`config.mk`:
```
export PLATFORM = sky130hd
export DESIGN_NAME = kwdt_top
export DESIGN_NICKNAME = d
export VERILOG_FILES = /design/src/rtl/kwdt_pkg.sv /design/src/rtl/kwdt_unlock.sv /design/src/rtl/kwdt_counter.sv /design/src/rtl/kwdt_ctrl.sv /design/src/rtl/kwdt_top.sv
export SDC_FILE = /design/constraint.sdc
export NUM_CORES = 1
export LEC_CHECK = 0
export BUFFER_PORTS_ARGS = -buffer_cell sky130_fd_sc_hd__clkbuf_2
export CORE_MARGIN = 2
export CORE_UTILIZATION = 60
export CTS_CLUSTER_SIZE = 30
export DETAILED_ROUTE_END_ITERATION = 6
export PLACE_DENSITY = 0.84
export SETUP_SLACK_MARGIN = 0.5
export SKIP_CTS_REPAIR_TIMING = 1
export SYNTH_ARGS = -nofsm -noshare
export SYNTH_HDL_FRONTEND = slang
export SYNTH_SLANG_ARGS = --single-unit
```
`constraint.sdc`:
```
create_clock -name clk -period 7.1 [get_ports clk]
set_input_delay 0.71 -clock clk [delete_from_list [all_inputs] [get_ports clk]]
set_output_delay 0.71 -clock clk [all_outputs]
set_load 0.02 [all_outputs]
```
`src/rtl/kwdt_pkg.sv`:
```
package kwdt_pkg;

    localparam int DATA_W  = 32;
    localparam int CNT_W   = 31;
    localparam int CMP_W   = 16;
    localparam int SCALE_W = 3;

    localparam logic [DATA_W-1:0] UNLOCK_CODE = 32'h0051_F15E;
    localparam logic [DATA_W-1:0] FEED_CODE   = 32'h0D09_F00D;
    localparam logic [CMP_W-1:0]  CMP_RESET   = '1;

    // config field positions
    localparam int B_RST_EN  = 8;
    localparam int B_ZERO    = 9;
    localparam int B_ALWAYS  = 12;
    localparam int B_AWAKE   = 13;
    localparam int B_PENDING = 28;

    typedef enum logic [2:0] {
        SEL_CFG   = 3'd0,
        SEL_COUNT = 3'd1,
        SEL_CMP   = 3'd2,
        SEL_FEED  = 3'd3,
        SEL_KEY   = 3'd4,
        SEL_RSV5  = 3'd5,
        SEL_RSV6  = 3'd6,
        SEL_RSV7  = 3'd7
    } reg_sel_e;

    typedef struct packed {
        logic [SCALE_W-1:0] scale;
        logic               rst_en;
        logic               zero_on_match;
        logic               run_always;
        logic               run_awake;
    } wd_cfg_t;

    // Unpack the writable config fields from a bus word.
    function automatic wd_cfg_t cfg_from_word(input logic [DATA_W-1:0] w);
        wd_cfg_t c;
        c.scale         = w[SCALE_W-1:0];
        c.rst_en        = w[B_RST_EN];
        c.zero_on_match = w[B_ZERO];
        c.run_always    = w[B_ALWAYS];
        c.run_awake     = w[B_AWAKE];
        return c;
    endfunction

    // Build the config read word from fields and the pending flag.
    function automatic logic [DATA_W-1:0] cfg_to_word(input wd_cfg_t c, input logic pend);
        logic [DATA_W-1:0] w;
        w = '0;
        w[SCALE_W-1:0] = c.scale;
        w[B_RST_EN]    = c.rst_en;
        w[B_ZERO]      = c.zero_on_match;
        w[B_ALWAYS]    = c.run_always;
        w[B_AWAKE]     = c.run_awake;
        w[B_PENDING]   = pend;
        return w;
    endfunction

endpackage

```
`src/rtl/kwdt_unlock.sv`:
```
module kwdt_unlock
    import kwdt_pkg::*;
(
    input  logic              clk,
    input  logic              rst,
    input  logic              bus_we,
    input  reg_sel_e          sel,
    input  logic [DATA_W-1:0] wdata,
    output logic              unlocked,
    output logic              wr_ok
);

    logic armed_q;

    // a guarded write passes only if armed and not aimed at the key itself
    always_comb wr_ok = bus_we && armed_q && (sel != SEL_KEY);
    always_comb unlocked = armed_q;

    always_ff @(posedge clk) begin
        if (rst) begin
            armed_q <= 1'b0;
        end else if (bus_we) begin
            if (sel == SEL_KEY) armed_q <= (wdata == UNLOCK_CODE);
            else                armed_q <= 1'b0;
        end
    end

    // any non-key write uses up the unlock
    a_r1_unlock_consumed: assert property (@(posedge clk) disable iff (rst)
        (bus_we && sel != SEL_KEY) |=> !unlocked);

    // wrong key value leaves the block locked
    a_r2_bad_key_locks: assert property (@(posedge clk) disable iff (rst)
        (bus_we && sel == SEL_KEY && wdata != UNLOCK_CODE) |=> !unlocked);

endmodule

```
`src/rtl/kwdt_counter.sv`:
```
module kwdt_counter
    import kwdt_pkg::*;
#(
    parameter int CW = CNT_W,
    parameter int MW = CMP_W,
    parameter int SW = SCALE_W
) (
    input  logic          clk,
    input  logic          rst,
    input  logic          run,
    input  logic          zero_on_match,
    input  logic          load_en,
    input  logic [CW-1:0] load_val,
    input  logic          clear_en,
    input  logic [MW-1:0] cmp_val,
    input  logic [SW-1:0] scale,
    output logic [CW-1:0] count,
    output logic          match
);

    localparam int MAX_SHIFT = (1 << SW) - 1;
    localparam logic [CW-1:0] ONE = CW'(1);

    initial begin
        if (CW < MW + MAX_SHIFT) $error("counter too narrow for the scale range");
    end

    logic [MW-1:0] slice;

    always_comb slice = count[scale +: MW];
    always_comb match = (slice >= cmp_val);

    always_ff @(posedge clk) begin
        if (rst)                         count <= '0;
        else if (load_en)                count <= load_val;
        else if (clear_en)               count <= '0;
        else if (match && zero_on_match) count <= '0;
        else if (run)                    count <= count + ONE;
    end

    // running counter steps by one
    a_r4_count_step: assert property (@(posedge clk) disable iff (rst)
        (run && !load_en && !clear_en && !(match && zero_on_match))
        |=> count == $past(count) + ONE);

    // stopped counter holds
    a_r4_count_hold: assert property (@(posedge clk) disable iff (rst)
        (!run && !load_en && !clear_en && !(match && zero_on_match))
        |=> $stable(count));

    // zero-on-match restarts the count
    a_r7_zero_restart: assert property (@(posedge clk) disable iff (rst)
        (match && zero_on_match && !load_en) |=> count == '0);

    // feed clears the count
    a_r3_feed_clears: assert property (@(posedge clk) disable iff (rst)
        (clear_en && !load_en) |=> count == '0);

endmodule

```
`src/rtl/kwdt_ctrl.sv`:
```
module kwdt_ctrl
    import kwdt_pkg::*;
(
    input  logic             clk,
    input  logic             rst,
    input  logic             wr_cfg,
    input  wd_cfg_t          cfg_wval,
    input  logic             pend_keep,
    input  logic             wr_cmp,
    input  logic [CMP_W-1:0] cmp_wval,
    input  logic             match,
    output wd_cfg_t          cfg,
    output logic [CMP_W-1:0] cmp,
    output logic             pending,
    output logic             rst_req
);

    logic match_q;
    logic pend_n;

    always_comb begin
        pend_n = pending;
        if (wr_cfg) pend_n = pending & pend_keep;
        pend_n = pend_n | match;
    end

    always_ff @(posedge clk) begin
        if (rst) begin
            cfg     <= '0;
            cmp     <= CMP_RESET;
            pending <= 1'b0;
            match_q <= 1'b0;
            rst_req <= 1'b0;
        end else begin
            if (wr_cfg) cfg <= cfg_wval;
            if (wr_cmp) cmp <= cmp_wval;
            pending <= pend_n;
            match_q <= match;
            rst_req <= cfg.rst_en && match && !match_q;
        end
    end

    // pending flag is sticky without a config write
    a_r6_pending_sticky: assert property (@(posedge clk) disable iff (rst)
        (pending && !wr_cfg) |=> pending);

    // a match always sets the flag
    a_r6_match_sets: assert property (@(posedge clk) disable iff (rst)
        match |=> pending);

    // reset request lasts one cycle
    a_r8_single_pulse: assert property (@(posedge clk) disable iff (rst)
        rst_req |=> !rst_req);

    // reset request only with reset enable
    a_r8_needs_enable: assert property (@(posedge clk) disable iff (rst)
        rst_req |-> $past(cfg.rst_en));

endmodule

```
`src/rtl/kwdt_top.sv`:
```
module kwdt_top
    import kwdt_pkg::*;
(
    input  logic              clk,
    input  logic              rst,
    input  logic              core_awake,
    input  logic [2:0]        bus_addr,
    input  logic              bus_we,
    input  logic [DATA_W-1:0] bus_wdata,
    output logic [DATA_W-1:0] bus_rdata,
    output logic              irq,
    output logic              rst_req
);

    reg_sel_e         sel;
    logic             unlocked;
    logic             wr_ok;
    wd_cfg_t          cfg;
    logic [CMP_W-1:0] cmp;
    logic             pending;
    logic [CNT_W-1:0] count;
    logic             match;
    logic             run;
    logic             wr_cfg, wr_cmp, wr_cnt, wr_feed;

    always_comb sel = reg_sel_e'(bus_addr);

    always_comb begin
        wr_cfg  = wr_ok && (sel == SEL_CFG);
        wr_cmp  = wr_ok && (sel == SEL_CMP);
        wr_cnt  = wr_ok && (sel == SEL_COUNT);
        wr_feed = wr_ok && (sel == SEL_FEED) && (bus_wdata == FEED_CODE);
        run     = cfg.run_always || (cfg.run_awake && core_awake);
    end

    kwdt_unlock u_unlock (
        .clk      (clk),
        .rst      (rst),
        .bus_we   (bus_we),
        .sel      (sel),
        .wdata    (bus_wdata),
        .unlocked (unlocked),
        .wr_ok    (wr_ok)
    );

    kwdt_ctrl u_ctrl (
        .clk       (clk),
        .rst       (rst),
        .wr_cfg    (wr_cfg),
        .cfg_wval  (cfg_from_word(bus_wdata)),
        .pend_keep (bus_wdata[B_PENDING]),
        .wr_cmp    (wr_cmp),
        .cmp_wval  (bus_wdata[CMP_W-1:0]),
        .match     (match),
        .cfg       (cfg),
        .cmp       (cmp),
        .pending   (pending),
        .rst_req   (rst_req)
    );

    kwdt_counter #(
        .CW (CNT_W),
        .MW (CMP_W),
        .SW (SCALE_W)
    ) u_counter (
        .clk           (clk),
        .rst           (rst),
        .run           (run),
        .zero_on_match (cfg.zero_on_match),
        .load_en       (wr_cnt),
        .load_val      (bus_wdata[CNT_W-1:0]),
        .clear_en      (wr_feed),
        .cmp_val       (cmp),
        .scale         (cfg.scale),
        .count         (count),
        .match         (match)
    );

    always_comb irq = pending;

    always_comb begin
        unique case (sel)
            SEL_CFG:   bus_rdata = cfg_to_word(cfg, pending);
            SEL_COUNT: bus_rdata = DATA_W'(count);
            SEL_CMP:   bus_rdata = DATA_W'(cmp);
            default:   bus_rdata = '0;
        endcase
    end

    // a locked compare write changes nothing
    a_r1_locked_cmp: assert property (@(posedge clk) disable iff (rst)
        (bus_we && !unlocked && sel == SEL_CMP) |=> $stable(cmp));

    // a locked config write changes nothing
    a_r1_locked_cfg: assert property (@(posedge clk) disable iff (rst)
        (bus_we && !unlocked && sel == SEL_CFG) |=> $stable(cfg));

endmodule

```
# Word-level counts from Yosys, hierarchy flattened
# Index checks and enable logic that the tools add are counted.
[totals]
ff_bits = 58
[classes]
shift = 1
eq_ne = 7
order_cmp = 1
reduce_logical = 15
bitwise = 2
add_sub_neg = 1
mux = 7
[ops]
columns = ["operator", "count"]
rows = [
  ["$mux 31", 4],
  ["$pmux 31 s3", 1],
  ["$eq 32x23->1 const B", 1],
  ["$eq 32x28->1 const B", 1],
  ["$add 31x1->31 const B", 1],
  ["$shiftx 31x4->16", 1],
  ["$ge 16x16->1", 1],
  ["$logic_and 1x1->1", 11],
  ["$eq 3x2->1 const B", 2],
  ["$reduce_bool 4->1", 1],
  ["$eq 3x1->1 const B", 1],
  ["$eq 3x3->1 const B", 1],
  ["$logic_not 3->1", 1],
  ["$ne 3x3->1 const B", 1],
  ["$mux 1", 2],
  ["$and 1x1->1", 1],
  ["$logic_not 1->1", 1],
  ["$logic_or 1x1->1", 1],
  ["$or 1x1->1", 1],
]

# Logic depth before layout (Yosys ltp)
# Gate-level depths: netlist (run 1).
[logic_depth]
ltp_word = 6
ltp_mapped = 16
mapped_depth_nobuf = 13

# Modules after synthesis
# A second synthesis (run 1) with hierarchy kept.
[hier_totals]
cells_unflattened = 610
area_unflattened_um2 = 4752.1
[by_module_without_submodules]
columns = ["module", "seq_area_each_um2", "instances", "cells_each", "area_each_um2"]
rows = [
  ["kwdt_counter", 620.6, 1, 415, 3069.2],
  ["kwdt_ctrl", 520.5, 1, 84, 938.4],
  ["kwdt_top", 0.0, 1, 93, 611.8],
  ["kwdt_unlock", 20.0, 1, 18, 132.6],
]

# Worst setup path before layout (run 1)
# No wires, ideal clock.
[synth_path]
path_kind = "register to register"
from = "reg, netlist name u_ctrl.cfg[5]"
to = "reg u_counter.count[4]"
path_stages_with_launch = 17
setup_ns = 0.086
slack_ns = 3.494
t_required_ns = 7.014
t_arrival_ns = 3.520
cell_sequence = "dfxtp_1 clkbuf_1 buf_1 mux2i_1 nand2_1 nand2_1 nor2_1 a31oi_1 ha_1 nand2b_1 a2111o_1 a31oi_1 o21ai_1 a211oi_2 buf_2 a221oi_1 a211oi_1"
[synth_via]
elab_chain_cells = 6
word_cells_on_any_way = 7
classes_between = "1 x order compare; 1 x shift; 3 x mux; 2 x reduce/logical"
[synth_lines]
columns = ["element", "line_no", "rtl"]
rows = [
  ["$shiftx 31x4->16 (*)", "kwdt_counter.sv:30", "always_comb slice = count[scale +: MW];"],
  ["$ge 16x16->1 (*)", "kwdt_counter.sv:31", "always_comb match = (slice >= cmp_val);"],
  ["$logic_and 1x1->1 (*)", "kwdt_counter.sv:37", "else if (match && zero_on_match) count <= '0;"],
  ["$mux 31", "kwdt_counter.sv:37", ""],
  ["$mux 31", "kwdt_counter.sv:36", "else if (clear_en) count <= '0;"],
  ["$mux 31", "kwdt_counter.sv:35", "else if (load_en) count <= load_val;"],
  ["end signal, assigned", "kwdt_counter.sv:35", ""],
  ["end signal, assigned", "kwdt_counter.sv:38", "else if (run) count <= count + ONE;"],
  ["end, declared", "kwdt_counter.sv:17", "output logic [CW-1:0] count,"],
]
# Mark *: on every way between the ends. The rest lies on a longest branch, timed or not.
# A chain may end at the register's enable or synchronous reset.

# Worst setup path after layout (run 1)
[layout_path]
from = "reg, netlist name u_ctrl.cfg[5]"
to = "reg u_counter.count[14]"
[layout_via]
elab_chain_cells = 6
word_cells_on_any_way = 7
classes_between = "1 x order compare; 1 x shift; 3 x mux; 2 x reduce/logical"
[layout_lines]
columns = ["element", "line_no"]
rows = [
  ["$shiftx 31x4->16 (*)", "kwdt_counter.sv:30"],
  ["$ge 16x16->1 (*)", "kwdt_counter.sv:31"],
  ["$logic_and 1x1->1 (*)", "kwdt_counter.sv:37"],
  ["$mux 31", "kwdt_counter.sv:37"],
  ["$mux 31", "kwdt_counter.sv:36"],
  ["$mux 31", "kwdt_counter.sv:35"],
]
# Marks and branches as above.

==> impl_metrics.ini, run 1 <==
[status]
status = complete, no violations

[setup_path]
start_kind = flip-flop
crit_start = u_ctrl.cfg[5]$_SDFFE_PP0P_
worstSetupPathType = reg -> reg
r2r_start = u_ctrl.cfg[5]$_SDFFE_PP0P_
path_max_fanout = 35
reg2reg_depth = 10
cp-end-kind = flip-flop
required_ns = 7.38
critical_path_arrival_ns = 4.63

[die]
ios = 73
die_width_microns = 89.9
core_sq_um = 7210
die_y_microns = 89.9
initial_core_util_pct = 61.4
rows = 31
fp.dieArea_sq_um = 8090

[logic_synthesis]
ys_ff_latch = 58
yosysSeqAreaShare_pct = 26.2
synth_edf_count = 0
synth.most_common_cell = nor2_1
synthArstFlopShare_pct = 0
synth_cell_type_count = 55
syn_avg_cell_area_sq_um = 7.58
ys.flop_type = dfxtp_1
synth_area_leaders = dfxtp_1 (26%), nor2_1 (5.8%), nand2_1 (5.7%)
synth_top_area_share_pct = 26.2
synth.largest_area_cell = dfxtp_1
synthTopCellsByCount = nor2_1 (69), nand2_1 (67), dfxtp_1 (58), a21oi_1 (37), inv_1 (33)
syn_inst = 584
syn-num-nets = 640
yosys_warnings = 0
syn_area_sq_um = 4430

[routing]
viasPerCell = 6.39
vias = 4657
wirelength_microns = 13500
drc = 0
firstDrtPassIters = 5
ant_nets = 0
wire_per_inst_microns = 18.5
first_iter_violations = 518

[min_path]
worstHoldStart = u_ctrl.match_q$_SDFF_PP0_
whs_path_depth = 1
hold_class = reg -> reg

[placed_design]
post-place-ws_ns = 2.81
dp.cells = 713
io_buffer_count = 71
place_congestion = 0.932
hpwl_microns = 9740

[timing]
rsz0062_at_grt = false
finalMaxSlewViolations = 0
hold_violations = 0
slew_headroom_pct = 18.5
worst_pin_slew_ns = 1.22
finalClockSkew_ns = 0.00729
fin_tns_setup_ns = 0
fin_ws_ns = 2.75
setup_viol = 0
layout_min_cycle_time_ns = 4.35
period_share_pct = 61.2
fmaxAchievable_mhz = 230

[layout]
num_antenna_cells = 0
drive_gt1_share_pct = 18.3
finalNetCount = 681
fin_cells = 729
areaGrowthSynthToFinish_pct = 12.4

[grt]
grt_pass1_wl_microns = 21900
grt_usage_pct = 33.4
overflow = 0
grt_max_degree = 60
grt_pass1_vias = 4407
antenna_found_initial = 0

[clocking]
cts_root_buf = clkbuf_8
cts_tree = done
clock_latency_ns = 0.35
cts_buffers = 9
htree_levels = 3
clk_pin_slew_ns = 0.08
clockBufferDepth = 2
cts.sinks = 58

[power_and_ir_drop]
leakagePower_nw = 2.15
power.density_nw_per_um2 = 148
ir_drop_mv = 0.105

[flow_run]
cap_violations = 0
==> per-layer routing <==
layer  track usage [%]  wire length (microns)  part of all wire [%]  vias to the layer above
met4              16.5                    438                   3.3                        0
met1              45.4                   5530                    41                     2155
met3              4.27                   1390                    10                       44
met5                 0                      0                     0                        -
met2              52.5                   6110                    45                      283
li1                  -                      -                     -                     2175
==> path summary, 6_finish.rpt <==
check | to | slack [ns]
worst max-delay path | u_counter.count[14]$_SDFFE_PP0P_ | 2.75
worst min-delay path | u_ctrl.rst_req$_SDFF_PP0_ | 0.39
worst max register to register | u_counter.count[14]$_SDFFE_PP0P_ | 2.75
worst min register to register | u_ctrl.rst_req$_SDFF_PP0_ | 0.39
==> kinds of logic (layout without fill, tap and decap cells) <==
| family | Yosys count | after routing | share of synthesized area [%] |
|---|---|---|---|
| other | 1 | 1 | 0.0847 |
| AOI/OAI and AO/OA | 143 | 143 | 22.5 |
| muxes | 34 | 34 | 9.04 |
| DFF | 58 | 58 | 26.2 |
| and+or+nand+nor | 233 | 233 | 26.1 |
| buffers and inverters | 78 | 124 | 7.12 |
| xor gates and xnor gates | 20 | 20 | 4.12 |
| adders and majority gates | 17 | 17 | 4.80 |
==> registers in the layout (all words and copies together) (netlist names) <==
name and cells:
u_counter.count 31, u_ctrl.cfg 7, u_ctrl.cmp 16, u_ctrl.match_q 1, u_ctrl.pending 1, u_ctrl.rst_req 1, u_unlock.unlocked 1
==> metrics by stage <==
stage / util, % / hold WS, ns / area [sq um] / total power [mW]
4_1_cts: 69.0 / 0.395 / 4980 / 0.738
6_report: 69.0 / 0.393 / 4980 / 0.737
5_1_grt: 69.0 / 0.419 / 4980 / 0.757
3_3_place_gp: 65.9 / 0.379 / 4750 / 0.386
2_1_floorplan: - / 0.374 / 4430 / 0.360
3_5_place_dp: 65.9 / 0.384 / 4750 / 0.387
==> layout by cell type, fill, tap and decap left out, types with 7 or more instances in the layout <==
master	synthesis	final
mux2_2	8	8
ha_1	17	17
and2_1	18	18
nand2_1	67	67
clkbuf_2	0	71
dfxtp_1	58	58
a221oi_1	12	12
o21ai_0	18	18
a211oi_1	7	7
nand4_1	9	9
nand3_1	16	16
nor2b_1	9	9
and3_1	7	7
inv_1	33	33
clkbuf_8	0	9
nor2_1	69	69
nor3_1	12	12
a21oi_1	37	36
a22oi_1	23	23
mux2i_1	22	22
a211o_1	16	16
xnor2_1	16	16
==> layout make-up <==
| cell class | count | area [sq um] |
|---|---|---|
| Clock inverter | 7 | 101 |
| Tap cell | 99 | 124 |
| Multi-Input combinational cell | 448 | 2960 |
| Clock buffer | 9 | 124 |
| Sequential cell | 58 | 1160 |
| Inverter | 34 | 128 |
| Timing Repair Buffer | 74 | 378 |
| Fill cell | 607 | 2230 |
==> worst max-delay path, stage by stage (launching register included) <==
cell	delay [ns]
dfxtp_1	1.10
o21ai_0	0.39
mux4_2	0.56
ha_1	0.29
nand2_1	0.07
or4_1	0.51
o21ai_1	0.48
a211oi_4	0.12
buf_4	0.28
or2_2	0.33
a21oi_1	0.14
==> power breakdown <==
| group | switching (mW) | internal [mW] | total, mW |
|---|---|---|---|
| clock | 0.156 | 0.200 | 0.356 |
| combinational | 0.0381 | 0.0178 | 0.0559 |
| sequential | 0.000000000000684 | 0.325 | 0.325 |
Note: power is estimated with default switching activity, not from simulation.
==> run 2: changes to the inputs <==
- CORE_UTILIZATION: 60 -> 58
- PLACE_DENSITY: 0.84 -> 0.82
- clock period: 7.1 -> 4.2 ns (I/O delays scaled with it)
==> impl_metrics.ini, run 2 (synthesis gave the netlist of run 1 again) <==
[routing]
first_iter_violations = 532
route.met3.wl_microns = 1580
ant_nets = 0
wire_per_inst_microns = 19.1
wl_met1_microns = 6030
wirelength_microns = 14300
highest_layer = met4
drc = 0
viasPerCell = 6.31
wl_met2_microns = 6340
vias = 4721
firstDrtPassIters = 5

[clocking]
cts_buffers = 9
htree_levels = 3
clockBufferDepth = 2
clock_latency_ns = 0.34
cts.sinks = 58
clk_pin_slew_ns = 0.08
cts_root_buf = clkbuf_8
cts_tree = done

[setup_path]
slowest_stage = or4_1
critPathMostFrequentCell = buf_4
path_max_fanout = 13
start_kind = flip-flop
max_stage_delay_ns = 0.56
critical_path_arrival_ns = 3.82
worstPathCellList = buf_4 > nand2_1 > o21ai_0 > mux4_2 > ha_1 > nand2_1 > or4_1 > o21ai_2 > a211oi_4 > buf_4 > buf_4 > or2_2 > a21oi_1
cp-end-kind = flip-flop
required_ns = 4.47
worstSetupPathType = reg -> reg

[layout]
drive_gt1_share_pct = 21.0
num_antenna_cells = 0
fin_cells = 748
fill_cells = 612
mostFrequentLayoutCells = clkbuf_2 (71), nor2_1 (69), nand2_1 (67)
top_regs = u_counter.count (31), u_ctrl.cmp (16), u_ctrl.cfg (7)
areaGrowthSynthToFinish_pct = 15.4
multiInputGateArea_sq_um = 2980
regArea_sq_um = 1160
layout_commonest_cell = clkbuf_2
finalNetCount = 700
largest_register_ffs = 31
top_register = u_counter.count

[grt]
grt_pass1_wl_microns = 22800
grt_pass1_vias = 4376
overflow = 0
grt_max_degree = 59
antenna_found_initial = 0
grt_usage_pct = 34.2

[die]
fp.dieArea_sq_um = 8350
die_width_microns = 91.4
rows = 31
core_sq_um = 7330
initial_core_util_pct = 60.4
die_y_microns = 91.4
ios = 73

[timing]
worst_pin_slew_ns = 1.10
finalMaxSlewViolations = 0
finalClockSkew_ns = 0.00731
layout_min_cycle_time_ns = 3.55
rsz0062_at_grt = true
hold_violations = 0
fmaxAchievable_mhz = 282
slew_headroom_pct = 26.5
period_share_pct = 84.5
fin_tns_setup_ns = 0
setup_viol = 0

[power_and_ir_drop]
intPower_mw = 0.869
leakagePower_nw = 2.25
clkPwrFrac_pct = 45.3
p_sw_share_pct = 26.7
p_sw_mw = 0.316
ir_drop_mv = 0.183
seq_power_share_pct = 46.3
pwr-share-comb_pct = 8.4
power.density_nw_per_um2 = 232

[flow_run]
cap_violations = 0

[status]
status = complete, no violations

[min_path]
hold_class = in -> reg

[placed_design]
io_buffer_count = 71
hpwl_microns = 10400
place_congestion = 0.979
dp.cells = 727
[run 2: changes by cell type in the layout (fill, tap and decap cells not counted), sizes merged]
cell	previous run	this run
buf	3	22
bufinv	2	1
clkbuf	80	82
clkinv	1	4
clkinvlp	2	1
inv	36	33
[run 2: path summary, 6_finish.rpt]
kind,startpoint,end,slack [ns],cells after the start
max,u_ctrl.cfg[5]$_SDFFE_PP0P_,u_counter.count[14]$_SDFFE_PP0P_,0.65,13
min reg2reg,u_ctrl.match_q$_SDFF_PP0_,u_ctrl.rst_req$_SDFF_PP0_,0.41,1
min,bus_wdata[18],u_counter.count[18]$_SDFFE_PP0P_,0.33,3
max reg2reg,u_ctrl.cfg[5]$_SDFFE_PP0P_,u_counter.count[14]$_SDFFE_PP0P_,0.65,13
[run 2: cell type report]
cell class                 count  share of cell area (%)
multi-input combinational    448                    58.2
sequential                    58                    22.8
timing repair buffer          93                    10.2
clock buffer                  11                    2.77
inverter                      34                    2.57
tap                           99                    2.42
clock inverter                 5                    1.05
[run 2: per-layer routing]
layer | vias up | global-route usage (%)
met5 | - | 0
met3 | 36 | 6.89
li1 | 2211 | -
met4 | 0 | 11.7
met1 | 2176 | 48.2
met2 | 298 | 51.7
[run 2: power by group through the flow]
stage	clock network, mW	registers (mW)	logic [mW]
CTS	0.537	0.550	0.0965
floorplan	0	0.562	0.0456
finish	0.537	0.549	0.0995
global placement	0	0.562	0.0957
detailed placement	0	0.562	0.0964
global route	0.564	0.549	0.105
[run 2: worst max-delay path: cells and delay by family, from the launching register on]
family / cells / cell delay (ns)
AND/OR/NAND/NOR: 4 / 0.99
flip-flops: 1 / 0.40
AO/OA/AOI/OAI: 4 / 0.75
buffers and inverters: 3 / 0.54
adder cells (fa/ha/maj): 1 / 0.29
multiplexers: 1 / 0.52
[run 2: through the flow]
stage / power [mW] / setup WS, ns / area [sq um] / util (%) / hold slack (ns)
floorplan: 0.608 / 0.594 / 4430 / - / 0.374
global placement: 0.658 / 0.308 / 4860 / 66.3 / 0.387
detailed placement: 0.659 / 0.175 / 4860 / 66.3 / 0.402
CTS: 1.18 / 0.121 / 5050 / 69.0 / 0.315
global route: 1.22 / 0.481 / 5110 / 69.7 / 0.326
finish: 1.19 / 0.651 / 5110 / 69.7 / 0.327
